**config.mk**
```make
export PLATFORM = sky130hd
export DESIGN_NAME = dirctl_top
export DESIGN_NICKNAME = d
export VERILOG_FILES = /design/src/rtl/dirctl_pkg.sv /design/src/rtl/dirctl_hold_cnt.sv /design/src/rtl/dirctl_fsm.sv /design/src/rtl/dirctl_drive.sv /design/src/rtl/dirctl_top.sv
export SDC_FILE = /design/constraint.sdc
export NUM_CORES = 1
export LEC_CHECK = 0
export BUFFER_PORTS_ARGS = -buffer_cell sky130_fd_sc_hd__buf_2
export CELL_PAD_IN_SITES_DETAIL_PLACEMENT = 0
export CELL_PAD_IN_SITES_GLOBAL_PLACEMENT = 1
export CORE_MARGIN = 2
export CORE_UTILIZATION = 39
export DETAILED_ROUTE_END_ITERATION = 6
export HOLD_SLACK_MARGIN = 0.15
export PLACE_DENSITY_LB_ADDON = 0.25
export SYNTH_ARGS = -nofsm -noshare
export SYNTH_HDL_FRONTEND = slang
export SYNTH_SLANG_ARGS = --single-unit
```
**constraint.sdc**
```tcl
create_clock -name clk -period 2.5 [get_ports clk]
set_clock_uncertainty 0.1 [all_clocks]
set_input_delay 0.125 -clock clk [delete_from_list [all_inputs] [get_ports clk]]
set_output_delay 0.125 -clock clk [all_outputs]
set_load 0.1 [all_outputs]
```
**src/rtl/dirctl_pkg.sv**
```systemverilog
package dirctl_pkg;
    typedef enum logic [1:0] {
        ST_IDLE   = 2'd0,
        ST_ACTIVE = 2'd1,
        ST_HOLD   = 2'd2
    } dir_state_e;

    typedef struct packed {
        dir_state_e state;
        logic       active;
    } fsm_reg_t;
endpackage

```
**src/rtl/dirctl_hold_cnt.sv**
```systemverilog
module dirctl_hold_cnt #(
    parameter int W = 8
) (
    input  logic         clk,
    input  logic         rst_n,
    input  logic         load,
    input  logic [W-1:0] load_val,
    input  logic         dec,
    output logic         cnt_one,
    output logic         cnt_zero
);
    localparam logic [W-1:0] ONE = W'(1);

    logic [W-1:0] cnt_d, cnt_q;

    always_comb begin
        cnt_d = cnt_q;
        if (load) begin
            cnt_d = load_val;
        end else if (dec && (cnt_q != '0)) begin
            cnt_d = cnt_q - ONE;
        end
    end

    always_ff @(posedge clk or negedge rst_n) begin
        if (!rst_n) cnt_q <= '0;
        else        cnt_q <= cnt_d;
    end

    assign cnt_one  = (cnt_q == ONE);
    assign cnt_zero = (cnt_q == '0);

    // the value captured at the strobe is what the counter holds next
    assert_load_captures_R7: assert property (@(posedge clk) disable iff (!rst_n)
        load |=> (cnt_q == $past(load_val)));

    // each accepted tick removes exactly one bit time
    assert_dec_step_R4: assert property (@(posedge clk) disable iff (!rst_n)
        (dec && !load) |=> (cnt_q == $past(cnt_q) - ONE));

    // the controller never asks to count below zero
    assert_no_underflow_R4: assert property (@(posedge clk) disable iff (!rst_n)
        dec |-> !cnt_zero);
endmodule

```
**src/rtl/dirctl_fsm.sv**
```systemverilog
module dirctl_fsm
    import dirctl_pkg::*;
#(
    parameter int W = 8
) (
    input  logic         clk,
    input  logic         rst_n,
    input  logic         tx_pending,
    input  logic         stop_done,
    input  logic         bit_tick,
    input  logic [W-1:0] delay,
    input  logic         cnt_one,
    input  logic         cnt_zero,
    output logic         load,
    output logic         dec,
    output logic         active_o
);
    fsm_reg_t cur_q, nxt_d;

    always_comb begin
        nxt_d = cur_q;
        load  = 1'b0;
        dec   = 1'b0;
        unique case (cur_q.state)
            ST_IDLE: begin
                if (tx_pending) nxt_d.state = ST_ACTIVE;
            end
            ST_ACTIVE: begin
                if (stop_done && !tx_pending) begin
                    if (delay == '0) begin
                        nxt_d.state = ST_IDLE;
                    end else begin
                        nxt_d.state = ST_HOLD;
                        load        = 1'b1;
                    end
                end
            end
            ST_HOLD: begin
                if (tx_pending) begin
                    nxt_d.state = ST_ACTIVE;
                end else if (bit_tick) begin
                    dec = 1'b1;
                    if (cnt_one) nxt_d.state = ST_IDLE;
                end
            end
            default: nxt_d.state = ST_IDLE;
        endcase
        nxt_d.active = (nxt_d.state != ST_IDLE);
    end

    always_ff @(posedge clk or negedge rst_n) begin
        if (!rst_n) begin
            cur_q.state  <= ST_IDLE;
            cur_q.active <= 1'b0;
        end else begin
            cur_q <= nxt_d;
        end
    end

    assign active_o = cur_q.active;

    // pending data always claims the line on the next cycle
    assert_pending_claims_R2: assert property (@(posedge clk) disable iff (!rst_n)
        tx_pending |=> cur_q.active);

    // zero delay releases straight after the strobe
    assert_zero_delay_release_R5: assert property (@(posedge clk) disable iff (!rst_n)
        (cur_q.state == ST_ACTIVE && stop_done && !tx_pending && delay == '0)
        |=> !cur_q.active);

    // holding is only possible with bit times left to count
    assert_hold_has_count_R4: assert property (@(posedge clk) disable iff (!rst_n)
        (cur_q.state == ST_HOLD) |-> !cnt_zero);

    // idle without pending data stays idle
    assert_idle_stays_R8: assert property (@(posedge clk) disable iff (!rst_n)
        (cur_q.state == ST_IDLE && !tx_pending) |=> !cur_q.active);
endmodule

```
**src/rtl/dirctl_drive.sv**
```systemverilog
module dirctl_drive (
    input  logic active,
    input  logic invert,
    output logic dir_o
);
    always_comb begin
        if (invert) dir_o = active;
        else        dir_o = ~active;
    end
endmodule

```
**src/rtl/dirctl_top.sv**
```systemverilog
module dirctl_top #(
    parameter int DLY_W = 8
) (
    input  logic             clk,
    input  logic             rst_n,
    input  logic             tx_pending,
    input  logic             stop_done,
    input  logic             bit_tick,
    input  logic [DLY_W-1:0] turn_delay,
    input  logic             pol_invert,
    output logic             dir_out
);
    logic load, dec, cnt_one, cnt_zero, active;

    dirctl_fsm #(.W(DLY_W)) u_fsm (
        .clk        (clk),
        .rst_n      (rst_n),
        .tx_pending (tx_pending),
        .stop_done  (stop_done),
        .bit_tick   (bit_tick),
        .delay      (turn_delay),
        .cnt_one    (cnt_one),
        .cnt_zero   (cnt_zero),
        .load       (load),
        .dec        (dec),
        .active_o   (active)
    );

    dirctl_hold_cnt #(.W(DLY_W)) u_cnt (
        .clk      (clk),
        .rst_n    (rst_n),
        .load     (load),
        .load_val (turn_delay),
        .dec      (dec),
        .cnt_one  (cnt_one),
        .cnt_zero (cnt_zero)
    );

    dirctl_drive u_drv (
        .active (active),
        .invert (pol_invert),
        .dir_o  (dir_out)
    );
endmodule

```
# Yosys cells after proc, flatten, opt, wreduce, memory -nomap -nowiden
# Index checks and enable logic that the tools add are counted.
[classes]
bitwise = 1
n_lt_le_gt_ge = 0
n_eq_ne = 3
mul = 0
n_div = 0
n_shift = 0
addsub = 1
n_reduce_logical = 8
mux = 16
[ops]
columns = ["op", "count"]
rows = [
  ["$mux W8", 2],
  ["$mux W2", 6],
  ["$eq A8 B1 Y1 const B", 1],
  ["$logic_not A8 Y1", 1],
  ["$reduce_bool A8 Y1", 1],
  ["$sub A8 B1 Y8 const B", 1],
  ["$mux W1", 7],
  ["$pmux W2 S3", 1],
  ["$reduce_bool A2 Y1", 2],
  ["$eq A2 B1 Y1 const B", 1],
  ["$eq A2 B2 Y1 const B", 1],
  ["$logic_and A1 B1 Y1", 2],
  ["$logic_not A2 Y1", 1],
  ["$logic_not A1 Y1", 1],
  ["$not A1 Y1", 1],
]
[word_totals]
mem_bits_ro = 0
word_cells = 32
mem_bits_rw = 0
mem_count = 0
input_bits = 14
register_bits = 11
latch_bits = 0

# Depth between registers and ports, before layout
[depth]
word_depth = 6
depth_mapped = 7
depth_no_buf = 6

# Modules after synthesis
# A second synthesis with hierarchy kept.
[hier_totals]
cells_unflattened = 84
hier_area_um2 = 763.2
[modules_own_cells]
columns = ["module", "cells_each", "seq_area_each_um2", "n_inst", "area_each_um2"]
rows = [
  ["dirctl_hold_cnt", 65, 200.2, 1, 589.3],
  ["dirctl_fsm", 18, 75.1, 1, 165.2],
  ["dirctl_drive", 1, 0.0, 1, 8.8],
]

# Worst setup path after synthesis
# No wires, ideal clock.
[synth_timing]
path_type = "register -> output"
from = "reg u_fsm.active_o (netlist name)"
to = "out dir_out"
path_stages_with_launch = 2
path_buffers = 0
arrival_time_ns = 1.917
path_slack_ns = 0.358
path_cell_list = "dfrtp_1 > xnor2_1"
[synth_between]
elab_chain_cells = 2
[synth_lines]
columns = ["item", "line", "text"]
rows = [
  ["$not A1 Y1", "dirctl_drive.sv:8", "else dir_o = ~active;"],
  ["$mux W1 *", "dirctl_drive.sv:7", "if (invert) dir_o = active;"],
  ["end: declaration", "dirctl_top.sv:11", "output logic dir_out"],
]
# Every way passes the cells marked *; elsewhere a longest branch is shown, timed or not.

# Worst setup path in the final report
[layout_timing]
from = "reg u_cnt.cnt_q[0]"
to = "reg u_cnt.cnt_q[4]"
[layout_between]
elab_chain_cells = 3
elab_cells_between_ends = 6
[layout_lines]
columns = ["item", "line", "text"]
rows = [
  ["start: declaration", "dirctl_hold_cnt.sv:14", "logic [W-1:0] cnt_d, cnt_q;"],
  ["start signal: assignment", "dirctl_hold_cnt.sv:27", "else cnt_q <= cnt_d;"],
  ["$sub A8 B1 Y8 or $reduce_bool A8 Y1 (tied branches)", "dirctl_hold_cnt.sv:21, dirctl_hold_cnt.sv:20", ""],
  ["$mux W8 or $logic_and A1 B1 Y1 (tied branches)", "dirctl_hold_cnt.sv:20", "end else if (dec && (cnt_q != '0)) begin"],
  ["$mux W8 or $reduce_bool A2 Y1 (tied branches)", "n/a", ""],
]
# Several ways; a longest one is shown, not always the timed one. The select of a mux whose other input is x is not followed.
# A chain may end at the register's enable or synchronous reset.

==> results.cfg <==
[power]
p_int_w = 0.0003738
ir_drop_v = 0.0003541
p_sw_frac = 0.3673
powerDensity_nw_per_um2 = 621.3
p_clk_frac = 0.214
power_leakage_nw = 0.4161
switchingPower_w = 0.0002170
p_comb_frac = 0.333
seqPwrFrac = 0.453

[setup_path]
r2r-start = u_cnt.cnt_q[0]
path_delay_family = compound AO/OA/AOI/OAI gates
cp_slowest_cell = or4b_1
cp_max_fo = 4
crit_buf_inv = 1
reg2reg_depth = 6
r2r_end = u_cnt.cnt_q[4]
worstPathCellList = inv_1 > ha_1 > or4b_1 > o211ai_2 > mux2_2 > a221o_1
path_class = reg -> reg
startpoint_type = flop
cp-end-kind = flop
ff2ff_setup_slack_ns = 0.30
worstPathArrival_ns = 2.24
slowest_delay_ns = 0.44
critPathRequiredTime_ns = 2.55

[clock_network]
cts.sinks = 11
cts_root_buf = clkbuf_4
cts_buffers = 3
clockBufferDepth = 2
htree_levels = 1
clock_latency_ns = 0.27
clk_pin_slew_ns = 0.08
post_cts_buffers = 0
cts_tree = yes

[yosys]
syn_avg_cell_area_sq_um = 10.06
ys.flop_type = dfrtp_1
ys_top_cells_by_area = dfrtp_1, a21oi_1, ha_1, a221o_1, or4_1
ys_async_sr_fraction = 1.000
synth_edf_count = 0
synth_cell_types = 34
synthCells = 70
ys_seq_area_frac = 0.3908
yosys_warnings = 0
synth.cell_area_sq_um = 704.4
yosys.area.top_type = dfrtp_1
yosysTopAreaCellShare = 0.3908
synth.ff_latch_count = 11
synth_fp_nets = 87

[place]
dpl-instance-area_sq_um = 804.5
gp_congestion = 0.7318
dp.final_hpwl_mm = 1.229
port_buffers = 14
place_ws_ns = 0.3314

[sta]
finalCriticalPeriod_ns = 2.199
tightest_slew_ns = 0.4771
fmax_mhz = 454.8
setup_ws_ns = 0.3011
period_share = 0.8795
relSlewSlack = 0.6812
setup_viol = 0
slew_violations = 0
hold_viol = 0
rsz0062_at_grt = no
setup_tns_ns = 0

[die]
core_sq_um = 1708
die_x_um = 46.50
die_y_um = 46.50
ios = 15
fp-row-count = 15
initial_core_util = 0.4125
dieArea_sq_um = 2162

[global_route]
grt_pass1_wl_mm = 2.842
first_global_vias = 635
grt_start_max_net_pins = 13
gr-usage-all-layers = 0.1910
grt_overflow = 0
antenna_found_initial = 0

[routing]
drt_iter0_markers = 22
dr_total_vias = 673
post-route-drc-count = 0
drt-vias-per-instance = 5.384
dr.pass1.iters = 4
routed_wl_mm = 1.719
drt-wirelength-per-cell_um = 13.75
drt.antenna.violating_nets = 0

[run]
drv_cap = 0

[cells_and_area]
antenna_cells = 0
nNetsFinal = 118
fillers = 158
design_area_sq_um = 950.9
syn2layout_area_growth_pct = 34.99
layout-drive-gt1-share = 0.2600

[status]
status = completed

[hold_path]
hp-class = in -> async
metrics by stage:
step                      utilization   power, W  instances  hold WS [ns]
after floorplan                     -  0.0003945         70       -0.2706
after detailed placement       0.4711  0.0004496        109      -0.08032
after global routing           0.5568  0.0006276        125        0.1689
after CTS                      0.5568  0.0005927        125        0.1562
after global placement         0.4711  0.0004455        109      -0.08362
final                          0.5568  0.0005908        125        0.1505
synthesized netlist by cell type (2+ instances only):
cell type   n
nand2_1     3
xnor2_1     2
nor3b_1     2
a21oi_1     8
o21ai_0     3
a211o_1     2
dfrtp_1    11
ha_1        3
or4_1       3
a221o_1     3
inv_1       4
o22ai_1     2
or3_1       2
nor3_1      2
power groups by stage:
| stage | Sequential (W) | Clock [W] | Combinational, W |
|---|---|---|---|
| after global routing | 0.000274 | 0.000133 | 0.000220 |
| after detailed placement | 0.000269 | 0 | 0.000180 |
| final | 0.000268 | 0.000126 | 0.000197 |
| after global placement | 0.000268 | 0 | 0.000178 |
| after CTS | 0.000266 | 0.000130 | 0.000197 |
| after floorplan | 0.000257 | 0 | 0.000137 |
sequential cells by signal (all words and copies together) (netlist names):
name            cells
u_fsm.active_o      1
u_fsm.cur_q         2
u_cnt.cnt_q         8
how the worst max path moves through the flow:
stage | start | end | slack [ns] | depth (start not counted)
4_1_cts | u_cnt.cnt_q[0] | u_cnt.cnt_q[4] | 0.31 | 6
3_3_place_gp | u_cnt.cnt_q[0] | u_cnt.cnt_q[4] | 0.39 | 6
5_1_grt | u_cnt.cnt_q[0] | u_cnt.cnt_q[4] | 0.22 | 6
2_1_floorplan | u_fsm.active_o | dir_out | 0.36 | 1
3_5_place_dp | u_cnt.cnt_q[0] | u_cnt.cnt_q[4] | 0.33 | 6
6_report | u_cnt.cnt_q[0] | u_cnt.cnt_q[4] | 0.30 | 6
repair_timing:
item,CTS,global route
endpoints found under the hold margin,22,0
setup endpoints to repair,0,0
hold buffers,12,0
gates resized for setup,0,0
area by class of cell:
class	instances	area [sq um]	share of cell area
clock buffer	4	26.28	0.02763
inverter	4	15.01	0.01579
multi-input combinational	53	397.9	0.4184
sequential	11	275.3	0.2895
tap	25	31.28	0.03289
timing repair buffer	28	205.2	0.2158
cells by family after synthesis:
logic type,after synthesis,share of synthesized area
AOI/OAI and AO/OA,25,0.2647
xor gates and xnor gates,2,0.02487
adders and majority gates,3,0.05329
buffers and inverters,6,0.04439
DFF,11,0.3908
muxes,2,0.03019
and+or+nand+nor,21,0.1918
per-layer routing:
layer / routed length, um / vias up / track usage
met3: 80 / 2 / 0.03529
met2: 861 / 22 / 0.3111
li1: - / 332 / -
met1: 765 / 317 / 0.2494
met4: 12 / 0 / 0.06857
met5: 0 / - / 0
placed cells by master (no fill, tap or decap), types with 2 or more instances in the layout:
cell type	n
a221o_1	3
or4_1	3
buf_2	14
o21ai_0	3
or3_1	2
xnor2_1	2
dfrtp_1	11
dlygate4sd3_1	12
nor3_1	2
ha_1	3
buf_4	2
inv_1	4
clkbuf_4	3
a21oi_1	8
nor3b_1	2
o22ai_1	2
nand2_1	3
a211o_1	2
No activity file was read; power rests on OpenSTA's default activity.
